==> src/rtl/cascade_sel.sv <==
module cascade_sel #(
  parameter int ID_W = 2,
  parameter int ADDR_W = 13,
  parameter logic [ADDR_W-1:0] SEL_ADDR = 13'h01A0,
  parameter logic [ADDR_W-1:0] OUTCTL_ADDR = 13'h01A4
) (
  input  logic              clk,
  input  logic              rst_n,
  input  logic [ID_W-1:0]   strap_id,
  input  logic              ce_n,
  input  logic              wr_en,
  input  logic              rd_en,
  input  logic [ADDR_W-1:0] addr,
  input  logic [7:0]        wdata,
  output logic              owner,
  output logic              data_oe,
  output logic              reg_wr_accept,
  output logic              bcast_wr,
  output logic [7:0]        outctl
);

  logic [ID_W-1:0] sel_q;
  logic [7:0]      outctl_q;
  logic            host_wr, wr_sel, wr_outctl;

  assign host_wr   = !ce_n && wr_en;
  assign wr_sel    = host_wr && (addr == SEL_ADDR);
  assign wr_outctl = host_wr && (addr == OUTCTL_ADDR);

  always_ff @(posedge clk or negedge rst_n) begin
    if (!rst_n) begin
      sel_q    <= '0;
      outctl_q <= '0;
    end else begin
      if (wr_sel)    sel_q    <= wdata[ID_W-1:0];
      if (wr_outctl) outctl_q <= wdata;
    end
  end

  assign owner         = (sel_q == strap_id);
  assign data_oe       = owner && !ce_n && rd_en;
  assign bcast_wr      = wr_sel || wr_outctl;
  assign reg_wr_accept = bcast_wr || (host_wr && owner);
  assign outctl        = outctl_q;

  assert_reset_clear_R1: assert property (@(posedge clk)
    !rst_n |=> (outctl == 8'h00));

  assert_sel_update_R4: assert property (@(posedge clk) disable iff (!rst_n)
    (!ce_n && wr_en && addr == SEL_ADDR) |=> (owner == ($past(wdata[ID_W-1:0]) == strap_id)));

  assert_outctl_load_R5: assert property (@(posedge clk) disable iff (!rst_n)
    (!ce_n && wr_en && addr == OUTCTL_ADDR) |=> (outctl == $past(wdata)));

  assert_nonowner_bcast_only_R6: assert property (@(posedge clk) disable iff (!rst_n)
    (reg_wr_accept && !owner) |-> bcast_wr);

  assert_oe_needs_ce_R3: assert property (@(posedge clk) disable iff (!rst_n)
    data_oe |-> (!ce_n && rd_en));

  assert_ce_high_hold_R8: assert property (@(posedge clk) disable iff (!rst_n)
    ce_n |=> ($stable(outctl) && $stable(owner)));

endmodule

==> config.mk <==
export PLATFORM = sky130hd
export DESIGN_NAME = cascade_sel
export DESIGN_NICKNAME = d
export VERILOG_FILES = /design/src/rtl/cascade_sel.sv
export SDC_FILE = /design/constraint.sdc
export NUM_CORES = 1
export LEC_CHECK = 0
export BUFFER_PORTS_ARGS = -buffer_cell sky130_fd_sc_hd__buf_4
export CORE_MARGIN = 2
export CORE_UTILIZATION = 25
export CTS_CLUSTER_DIAMETER = 150
export DETAILED_ROUTE_END_ITERATION = 10
export GPL_TIMING_DRIVEN = 0
export PLACE_DENSITY_LB_ADDON = 0.05
export SKIP_LAST_GASP = 1
export SYNTH_ARGS = -nofsm -noshare
export SYNTH_HDL_FRONTEND = slang
export SYNTH_SLANG_ARGS = --single-unit
export TNS_END_PERCENT = 10
==> constraint.sdc <==
create_clock -name clk -period 0.95 [get_ports clk]
set_input_delay 0.0475 -clock clk [delete_from_list [all_inputs] [get_ports clk]]
set_output_delay 0.0475 -clock clk [all_outputs]
set_load 0.02 [all_outputs]
Word-level counts from Yosys, hierarchy flattened --
Cells that the tools add are included.
Operators by class: reduce and logical (&&, ||, !) cells 9, eq/ne operators 3
Operators by type and width (number):
- $eq 13x9->1 const B | 2
- $logic_and 1x1->1 | 6
- $eq 2x2->1 | 1
- $logic_or 1x1->1 | 2
- $logic_not 1->1 | 1
Storage, ports and cells: flip-flop bits (word level) 10, output and inout bits 12

Logic depth before layout (Yosys ltp) --
depth after elaboration 5, gate-level depth with buffers 4, depth with buffers taken out 3

Worst setup path after synthesis --
OpenSTA, ideal clock, no wires.
kind reg2out, from register sel_q[1], to output data_oe, path slack -0.268 ns, buffers on the path 0, arrival 1.170 ns, stages on the path, launching flop included 4, cell sequence dfrtp_1 > xnor2_1 > nand2_1 > nor3b_1
On the way: longest elaborated chain between the ends 3
Ends and longest elaborated chain:
- start, declared | RTL line 22 | logic [ID_W-1:0] sel_q;
- start signal, assigned | RTL line 35 | if (wr_sel) sel_q <= wdata[ID_W-1:0];
- $eq 2x2->1 | RTL line 40 | assign owner = (sel_q == strap_id);
- $logic_and 1x1->1 (2 in series) | RTL line 41 | assign data_oe = owner && !ce_n && rd_en;
- end, declared | RTL line 16 | output logic data_oe,
Every way passes these cells.

Worst setup path in the final report --
Same ends and word-level chain as after synthesis.

==> results <==
- The flow ran to the end, but the final reports show violations.
- The final reports fail on negative setup slack.
- Traced cell by cell, the critical path runs through xnor2_2 -> nand2_1 -> nor3b_2 -> buf_4.
- Buffers inserted during clock tree synthesis total 3.
- The prevailing post-synth register cell is sky130_fd_sc_hd__dfrtp_1.
- The area of the mapped netlist is 553 um2.
- In this run the clock root is driven by a sky130_fd_sc_hd__clkbuf_4.
- In the post-synthesis netlist, the biggest area contributors are sky130_fd_sc_hd__dfrtp_1 45%, sky130_fd_sc_hd__mux2_4 22%, sky130_fd_sc_hd__nor4b_4 4.3%.
- The met2 layer usage reported by global route is 14.5%.
- Summed over all cells, the static leakage comes to 0.484 nW.
- The post-layout instance area is 947 um2.
- The port buffer count is 39.
- Setup repair after global routing could not meet its margin everywhere.
- The minimum period implied by the final worst setup slack is 1270 ps.
- The count of mapped cells out of synthesis is 39.
- The most used routing layer is met2.
- The hold violation count in the final report was 0.
- The routed layout has approximately 460 vias.
- Row generation in the floorplan step produced 17 rows.
- The mean routed wirelength per cell is 11.2 um.
- By count the netlist is led by 10 x sky130_fd_sc_hd__dfrtp_1, 8 x sky130_fd_sc_hd__mux2_4, 3 x sky130_fd_sc_hd__nand2_1.
- The worst setup path is captured at an output pin.
- The summed negative setup slack over all endpoints is -1480 ps.
- Before antenna repair, the detailed router went through 3 iterations.
- The final worst-path setup slack is -316 ps.
- The worst hold slack across all endpoints is 14.9 ps.
- For the final database, setup skew stands at 0 ps.
- The cell internal power dissipation is roughly 0.76 mW.
- After the last flow step, the layout net total stands at 112.
- Entering global routing, the biggest net connects 11 pins.
- Global routing consumed, over all layers together, 9.72% of the routing resources.
- The clock drives 10 sinks.
- The initial antenna violation count came to 0.
- The post-placement cell area is 886 um2.
- The clock-pin slew of the registers on the worst-case setup and hold paths is 60 ps.
- In this run, flip-flops and latches consume 44.9% of the power.
- The share of the yosys chip area belonging to registers is 45.2%.
- The largest voltage drop on the vdd net is 705 uV.
- The post-synthesis net count is 67.
- After the first detailed-routing iteration, the DRC count stood at 1.
- The global-route track usage on met3 is 2.63%.
- Counting cells, the worst reg-to-reg path comes to 1.
- Once detail routing completed, the nets flagged for antenna violations numbered 0.
- After detailed routing, the number of remaining DRC violations is 0.
- The first-pass GRT wire length is about 1800 um.
- The final worst-path cycle share is 133%.
- The most frequent cell after synthesis is sky130_fd_sc_hd__dfrtp_1.
- The mean cell area of the mapped netlist is ~14 um2.
- From synthesis to final layout, the design area changed by 71.3%.
- The maximum buffer depth of the clock tree is 2.
- The met1 global-route usage is 12.6%.
- The number of synthesis warnings is 0.
- The element type at the critical path start is a register.
- The largest single stage delay on the critical path is 410 ps.
- The slowest stage of the critical path is the sky130_fd_sc_hd__dfrtp_1 cell.
- In this run switching power makes up 20.3% of total power.
- Setup violations remaining at the end of the flow were counted as 11.
- Dividing total power by cell area gives a power density of 1000 mW/mm2.
- The worst register-to-register path begins at sel_q[1]$_DFFE_PN0P_.
- The combinational group share of total power is 16.2%.
- Summed over all nets, the switching power comes to 0.193 mW.
- The register-to-register path setup slack is 150 ps.
- The CTS tree is built.
- CTS built an H-tree with a depth of 1.
- The data required time of the critical path is ~900 ps.
- The core outline area is approximately 0.0021 mm2.
- The number of post-CTS setup repair buffers is 0.
- The total power consumption of the routed design is 0.950 mW.
- The endpoint identified for the worst register-to-register timing path is sel_q[1]$_DFFE_PN0P_.
- The max-capacitance violation count is 0.
- The terminating pin of the worst hold path is outctl[2]$_DFFE_PN0P_.
- The vertical extent of the die is approximately 50 um.
- For this configuration, the core starts out at a cell density of 25.7%.
- The post-detailed-route via-to-cell ratio is 4.17.
- The clock network burns 39.0% of the power.
- In this run, synthesis inferred 0 flip-flops with an integrated enable.
- The upper clock frequency limit is 0.790 GHz.
- The global-route congestion overflow total is 0.
- The count of buffering cells on the critical path with inverters included is 1.
- Measured along the x axis, the die boundary spans 51.0 um.
- The transition time at the pin with the least slew margin is 246 ps.
- The area fraction of the dominant cell type after synthesis is between 40% and 50%.
- The final max-slew violation count is 0.
- STA puts the critical path data arrival time at 1220 ps.
- Clock latency on the worst-skew pair, taken at its later pin, is 260 ps.
- The class of the tightest hold or removal check is input pin to register.
- The unique cell type count in the Yosys netlist is 18.
- The via count of the first global-routing pass is 431.
- The half-perimeter wire length after detailed placement is 1000 um.
- The biggest area contributor in the post-synthesis netlist is sky130_fd_sc_hd__dfrtp_1.
- 0 antenna diodes ended up in the layout.
- The critical-path maximum fanout is 2.
- At the end of routability-driven placement, the weighted congestion stood at between 0.6 and 0.7.
- The total I/O pin count is 40.
- The total wire length is 1250 um.
- Prior to clock tree synthesis, the placed netlist has a worst setup slack of -388 ps.
- The post-route netlist has 72.3% of its cells at a drive strength greater than 1.
- The beginning of the worst hold path is wdata[2].
- The cell type group with the largest total delay on the critical path is flip-flops.
- In this run the tightest slew margin relative to its limit is 83.5%.
- The number of instances on the worst hold path is 2.
- Synthesis inferred 10 register bits.
- The share of synthesized flip-flops with an asynchronous set or reset is between 90% and 100%.
- The floorplan die area is 0.00260 mm2.
- The type of the worst setup path is register to output pin.
-- flip-flops by register name, summed over array words and instances, names as in the netlist --
signal and cells:
sel_q 2, outctl 8
-- final cells by class --
cell class	instances	area, um2
buffer	1	11.3
inverter	1	3.75
sequential	10	250
tap	28	35.0
fill	209	1200
multi-input combinational	27	308
timing repair buffer	40	303
clock buffer	4	36.3
-- cells in the final DEF (no fill, tap or decap), drive strengths merged --
| cell | n |
|---|---|
| dlygate4sd3 | 1 |
| nor4b | 1 |
| nor2 | 1 |
| and3b | 1 |
| mux2 | 10 |
| buf | 40 |
| nand4 | 1 |
| inv | 1 |
| nor2b | 1 |
| nor3b | 2 |
| dfrtp | 10 |
| and4 | 1 |
| nand3 | 1 |
| nor4 | 1 |
| o21ai | 1 |
| and4bb | 1 |
| clkbuf | 4 |
| nand2 | 3 |
| xnor2 | 2 |
-- power groups by stage --
stage	Combinational [mW]	Clock [mW]	Sequential, mW
after floorplan	0.0319	0	0.435
after global placement	0.145	0	0.435
after detailed placement	0.148	0	0.435
after CTS	0.154	0.387	0.426
after global routing	0.166	0.414	0.426
final	0.153	0.370	0.427
-- routing by layer --
metal  vias up  share of wire, %  routed length [um]
met5         -                 0                   0
met4         0                 0                   0
met2        25                46                 578
met1       207                44                 553
met3         0               9.3                 116
li1        231                 -                   -
-- worst max-delay path by stage --
stage,start,end,depth (start not counted)
final,sel_q[1]$_DFFE_PN0P_,data_oe,4
after detailed placement,addr[1],outctl[3]$_DFFE_PN0P_,5
after CTS,sel_q[0]$_DFFE_PN0P_,data_oe,4
after floorplan,addr[1],outctl[0]$_DFFE_PN0P_,4
after global routing,sel_q[1]$_DFFE_PN0P_,data_oe,4
after global placement,addr[1],outctl[1]$_DFFE_PN0P_,5
-- cell families after synthesis --
family	count (synthesis)	synth area share [%]
DFF	10	45.2
AOI/OAI and AO/OA	1	0.904
xor gates and xnor gates	2	3.17
muxes	10	25.8
and+or+nand+nor	14	22.2
buffers and inverters	2	2.71
-- what timing repair did --
action | in CTS | in global routing
resized for setup | 1 | 1
hold buffers | 1 | 0
endpoints found under the hold margin | 10 | 0
pin swaps | 4 | 1
setup endpoints to repair | 11 | 11
-- per-stage QoR --
stage	std cells	util [%]
2_1_floorplan	39	-
3_3_place_gp	106	41.2
3_5_place_dp	106	41.2
4_1_cts	111	43.7
5_1_grt	111	44.1
6_report	111	44.1
No activity file was read; power rests on OpenSTA's default activity.
